### src/rtl/trc_pkg.sv
package trc_pkg;

  // flat bit offset of one rank entry in a packed set/way array
  function automatic int rank_offset(int set_i, int way_i, int ways, int rw);
    return (set_i * ways + way_i) * rw;
  endfunction

  // 1 when a way sits in the range held for the thread other than tid
  function automatic bit in_foreign_range(int way_i, bit tid, int rsv);
    if (tid == 1'b0) return (way_i >= rsv) && (way_i < 2 * rsv);
    return way_i < rsv;
  endfunction

endpackage

### src/rtl/trc_cand_mask.sv
module trc_cand_mask #(
  parameter int WAYS = 8,
  parameter int RSV  = 2
) (
  input  logic            tid,
  input  logic [1:0]      active,
  output logic [WAYS-1:0] cand
);
  for (genvar w = 0; w < WAYS; w++) begin : g_way
    if (w < RSV) begin : g_t0
      assign cand[w] = (tid == 1'b0) | ~active[0];
    end else if (w < 2 * RSV) begin : g_t1
      assign cand[w] = (tid == 1'b1) | ~active[1];
    end else begin : g_shared
      assign cand[w] = 1'b1;
    end
  end
endmodule

### src/rtl/trc_victim_pick.sv
module trc_victim_pick #(
  parameter int WAYS = 8,
  localparam int RW  = $clog2(WAYS)
) (
  input  logic [WAYS-1:0]    cand,
  input  logic [WAYS-1:0]    vrow,
  input  logic [WAYS*RW-1:0] rrow,
  output logic [RW-1:0]      victim,
  output logic               took_invalid
);
  logic [RW-1:0] inv_way, lru_way, best;
  logic          seen;

  always_comb begin
    took_invalid = 1'b0;
    inv_way      = '0;
    for (int w = WAYS - 1; w >= 0; w--) begin
      if (cand[w] && !vrow[w]) begin
        took_invalid = 1'b1;
        inv_way      = RW'(w);
      end
    end
    seen    = 1'b0;
    best    = '0;
    lru_way = '0;
    for (int w = 0; w < WAYS; w++) begin
      if (cand[w] && (!seen || rrow[w*RW +: RW] > best)) begin
        seen    = 1'b1;
        best    = rrow[w*RW +: RW];
        lru_way = RW'(w);
      end
    end
    victim = took_invalid ? inv_way : lru_way;
  end
endmodule

### src/rtl/trc_state.sv
module trc_state #(
  parameter int WAYS = 8,
  parameter int SETS = 4,
  localparam int RW  = $clog2(WAYS),
  localparam int SW  = $clog2(SETS)
) (
  input  logic                    clk,
  input  logic                    rst,
  input  logic                    upd_en,
  input  logic                    upd_fill,
  input  logic [SW-1:0]           upd_set,
  input  logic [RW-1:0]           upd_way,
  input  logic [SW-1:0]           rd_set,
  output logic [WAYS-1:0]         vrow,
  output logic [WAYS*RW-1:0]      rrow,
  output logic [SETS*WAYS*RW-1:0] rank_all,
  output logic [SETS*WAYS-1:0]    valid_all
);
  logic [RW-1:0]   rank_q  [SETS][WAYS];
  logic [WAYS-1:0] valid_q [SETS];

  always_ff @(posedge clk) begin
    if (rst) begin
      for (int s = 0; s < SETS; s++) begin
        valid_q[s] <= '0;
        for (int w = 0; w < WAYS; w++) rank_q[s][w] <= RW'(w);
      end
    end else if (upd_en) begin
      for (int w = 0; w < WAYS; w++) begin
        if (RW'(w) == upd_way)
          rank_q[upd_set][w] <= '0;
        else if (rank_q[upd_set][w] < rank_q[upd_set][upd_way])
          rank_q[upd_set][w] <= rank_q[upd_set][w] + 1'b1;
      end
      if (upd_fill) valid_q[upd_set][upd_way] <= 1'b1;
    end
  end

  always_comb begin
    vrow = valid_q[rd_set];
    for (int w = 0; w < WAYS; w++) rrow[w*RW +: RW] = rank_q[rd_set][w];
    for (int s = 0; s < SETS; s++) begin
      valid_all[s*WAYS +: WAYS] = valid_q[s];
      for (int w = 0; w < WAYS; w++)
        rank_all[trc_pkg::rank_offset(s, w, WAYS, RW) +: RW] = rank_q[s][w];
    end
  end
endmodule

### src/rtl/thread_rsv_repl.sv
module thread_rsv_repl #(
  parameter int WAYS = 8,
  parameter int SETS = 4,
  parameter int RSV  = 2,
  localparam int RW  = $clog2(WAYS),
  localparam int SW  = $clog2(SETS)
) (
  input  logic          clk,
  input  logic          rst,
  input  logic          acc_valid,
  input  logic [SW-1:0] acc_set,
  input  logic          acc_tid,
  input  logic          acc_hit,
  input  logic [RW-1:0] acc_hit_way,
  input  logic [1:0]    thr_active,
  output logic          victim_valid,
  output logic [RW-1:0] victim_way
);
  // named internal events for the checker
  logic [WAYS-1:0]         cand_mask;
  logic [WAYS-1:0]         vrow;
  logic [WAYS*RW-1:0]      rrow;
  logic [SETS*WAYS*RW-1:0] rank_all;
  logic [SETS*WAYS-1:0]    valid_all;
  logic [RW-1:0]           pick_way;
  logic                    pick_invalid;
  logic                    upd_en;
  logic                    upd_fill;
  logic [RW-1:0]           upd_way;

  trc_cand_mask #(.WAYS(WAYS), .RSV(RSV)) cand_i (
    .tid(acc_tid), .active(thr_active), .cand(cand_mask)
  );

  trc_victim_pick #(.WAYS(WAYS)) pick_i (
    .cand(cand_mask), .vrow(vrow), .rrow(rrow),
    .victim(pick_way), .took_invalid(pick_invalid)
  );

  assign victim_valid = acc_valid & ~acc_hit;
  assign victim_way   = pick_way;
  assign upd_en       = acc_valid;
  assign upd_fill     = acc_valid & ~acc_hit;
  assign upd_way      = acc_hit ? acc_hit_way : pick_way;

  trc_state #(.WAYS(WAYS), .SETS(SETS)) state_i (
    .clk(clk), .rst(rst), .upd_en(upd_en), .upd_fill(upd_fill),
    .upd_set(acc_set), .upd_way(upd_way), .rd_set(acc_set),
    .vrow(vrow), .rrow(rrow), .rank_all(rank_all), .valid_all(valid_all)
  );
endmodule

### config.mk
export PLATFORM = sky130hd
export DESIGN_NAME = thread_rsv_repl
export DESIGN_NICKNAME = d
export VERILOG_FILES = /design/src/rtl/trc_pkg.sv /design/src/rtl/trc_cand_mask.sv /design/src/rtl/trc_victim_pick.sv /design/src/rtl/trc_state.sv /design/src/rtl/thread_rsv_repl.sv
export SDC_FILE = /design/constraint.sdc
export NUM_CORES = 1
export LEC_CHECK = 0
export CAP_MARGIN = 40
export CORE_MARGIN = 10
export CORE_UTILIZATION = 45
export DETAILED_ROUTE_END_ITERATION = 16
export GPL_TIMING_DRIVEN = 0
export MAX_ROUTING_LAYER = met4
export PLACE_DENSITY_LB_ADDON = 0.3
export SYNTH_ARGS = -nofsm -noshare
export SYNTH_HDL_FRONTEND = slang
export SYNTH_SLANG_ARGS = --single-unit
export TNS_END_PERCENT = 30
### constraint.sdc
create_clock -name clk -period 14.6 [get_ports clk]
set_input_delay 2.92 -clock clk [delete_from_list [all_inputs] [get_ports clk]]
set_output_delay 2.92 -clock clk [all_outputs]
set_load 0.005 [all_outputs]
==> out/results.ini <==
[die]
core-area_um2=19300
start_util_pct=45.6
num_rows=51
io_pins=16
die_h_um=160
die_w_um=160
die_area_um2=25600

[cells_and_area]
drive_above_1_share_pct=28.2
final_cells=1184
diodes=0
postLayoutCoreUtil_pct=55.5
fillers=1635
final_nets=947
syn2layout_area_growth_pct=21.9

[route]
avgViaCountPerCell=6.51
routed_wl_um=29000
vias=7713
postRouteAntennaNets=0
drc=0
drt_first_pass_iters=6
wl_per_cell_um=24.5
drtIter0Drc=973

[yosys]
synth_warnings=0
synth_cells=842
syn_nets=883
synthArstFlopShare_pct=0
synth_most_common_cell=edfxtp_1
synth_area_leaders=edfxtp_1, mux4_2, ha_1, nor2_1, nand2_1
synth_edf_count=128
ys_seq_area_share_pct=43.6
postSynthAreaPerCell_um2=10.5
synthFlopType=edfxtp_1
netlist_area_um2=8810
yosysTopAreaCellShare_pct=43.6
ys_types=80
synth_top_cell_by_area=edfxtp_1
ys_ff_latch=128
synth.top_cells.by_count=edfxtp_1, nor2_1, nand2_1

[setup_path]
crit_fanout=19
cp_slowest_cell=mux2_2
end_kind=output pin
startpoint_type=input port
critPathBufInv=8
path_delay_family=compound AO/OA/AOI/OAI gates
critPathArrivalTime_ns=11.57
critPathRequiredTime_ns=11.68
cp_common_cell=ha_4
critPathMaxStageDelay_ns=0.37
path_class=input port to output pin

[flow_run]
drv_cap=0

[grt]
grt_pass1_wl_um=43000
overflow=0
grt_pass1_vias=7337
grt_usage_pct=22.4
antenna_found_initial=0
grt_max_degree=20

[timing]
relSlewSlack_pct=39.8
slew_violations=0
hold_viol=0
final-setup-viol-count=0
setup_ws_ns=0.106
clock.fmax_mhz=69.0
clock_skew_ns=0.0174
finalWorstPathRequiredPeriod_ns=14.49
fin_crit_sh_pct=99.3
fin_tns_setup_ns=0
tightest_slew_ns=0.903
holdWs_ns=1.03

[worst_hold_path]
min_path_type=register to register

[clock_tree]
clkSinkCount=128
cts_tree=done
path_clk_slew_ns=0.06
cts_buffer_depth=2
h-tree-depth=4
cts_root_buffer=clkbuf_16
cts_made_buffers=17
clk_latency_ns=0.43

[place]
port_buffers=12
dp_hpwl_um=20500
routabilityCongestion=0.996
dp.cells=1120
post-place-ws_ns=-2.48

[power]
leakage_nw=3.59
p_per_area_nw_per_um2=205
irDropWorstVdd_v=0.000202

[status]
status=completed

where the power goes:
part	leakage, nW	internal (mW)	switching (mW)
Clock	0.306	0.301	0.162
Sequential	1.14	0.427	0.00643
Combinational	2.14	0.595	0.713
state kept, by name (all words and copies together), names as in the netlist:
register         count
state_i.rank_q      96
state_i.valid_q     32
worst reg2reg max path, delay by kind of cell (launching register included):
family | cells | cell delay [ns]
AO/OA/AOI/OAI | 14 | 3.48
AND/OR/NAND/NOR | 17 | 2.37
multiplexers | 6 | 2.27
adder cells (fa/ha/maj) | 7 | 1.63
buffers and inverters | 6 | 0.96
flip-flops | 1 | 0.40
path summary, 6_finish.rpt:
check,cells after the start,slack (ns),to,startpoint
worst max-delay path,47,0.11,victim_way[1],acc_set[1]
worst min-delay path,5,1.03,state_i.rank_q[0][15]$_SDFFCE_PN0P_,state_i.rank_q[1][15]$_SDFFCE_PN0P_
worst max register to register,50,3.22,state_i.rank_q[3][23]$_SDFFCE_PN0P_,state_i.rank_q[2][22]$_SDFFCE_PN0P_
worst min register to register,5,1.03,state_i.rank_q[0][15]$_SDFFCE_PN0P_,state_i.rank_q[1][15]$_SDFFCE_PN0P_
cell type report:
class                           instances  area (µm²)  area share, %
Clock buffer                           17         425           3.96
Inverter                               26        97.6          0.909
Clock inverter                         15         218           2.03
Multi-Input combinational cell        638        5140           47.9
Tap cell                              265         332           3.09
Timing Repair Buffer                   49         394           3.67
Sequential cell                       128        3840           35.8
Buffer                                 46         290           2.70
through the flow:
step / total power [mW] / instance area, µm²
2_1_floorplan: 0.964 / 8830
3_3_place_gp: 1.12 / 9280
3_5_place_dp: 1.13 / 9280
4_1_cts: 1.96 / 10500
5_1_grt: 2.30 / 10700
6_report: 2.20 / 10700
kinds of logic after synthesis:
kind of cell               synth area share [%]
DFF                                        43.6
and+or+nand+nor                            19.5
adders and majority gates                  4.84
AOI/OAI and AO/OA                          16.1
buffers and inverters                      4.18
muxes                                      11.7
cell usage in the layout, fill, tap and decap left out, types with 8 or more instances in the layout:
cell type and count:
a211oi_1 12, a21o_1 14, a21oi_1 39, a31o_2 9
and2_1 10, buf_2 12, buf_4 37, clkbuf_1 22
clkbuf_16 17, clkdlybuf4s50_1 8, edfxtp_1 128, ha_1 14
ha_4 14, inv_1 20, mux2_2 9, mux2i_1 11
mux4_2 31, nand2_1 68, nand2b_1 8, nand3_1 46
nor2_1 77, nor3_1 36, nor4_1 14, o21ai_0 19
or2_2 26
per-layer routing:
layer / up-vias / part of all wire (%) / global-route usage [%]
met1: 3773 / 41 / 28.9
met5: - / 0 / -
li1: 3398 / - / -
met4: 0 / 3.7 / 10.0
met2: 463 / 46 / 33.7
met3: 79 / 9.0 / 4.09
timing repair:
item	CTS	global route
pin swaps	20	23
setup endpoints to repair	214	18
setup buffers	26	10
gates resized for setup	80	44
hold buffers	0	0
No activity file was read; power rests on OpenSTA's default activity.
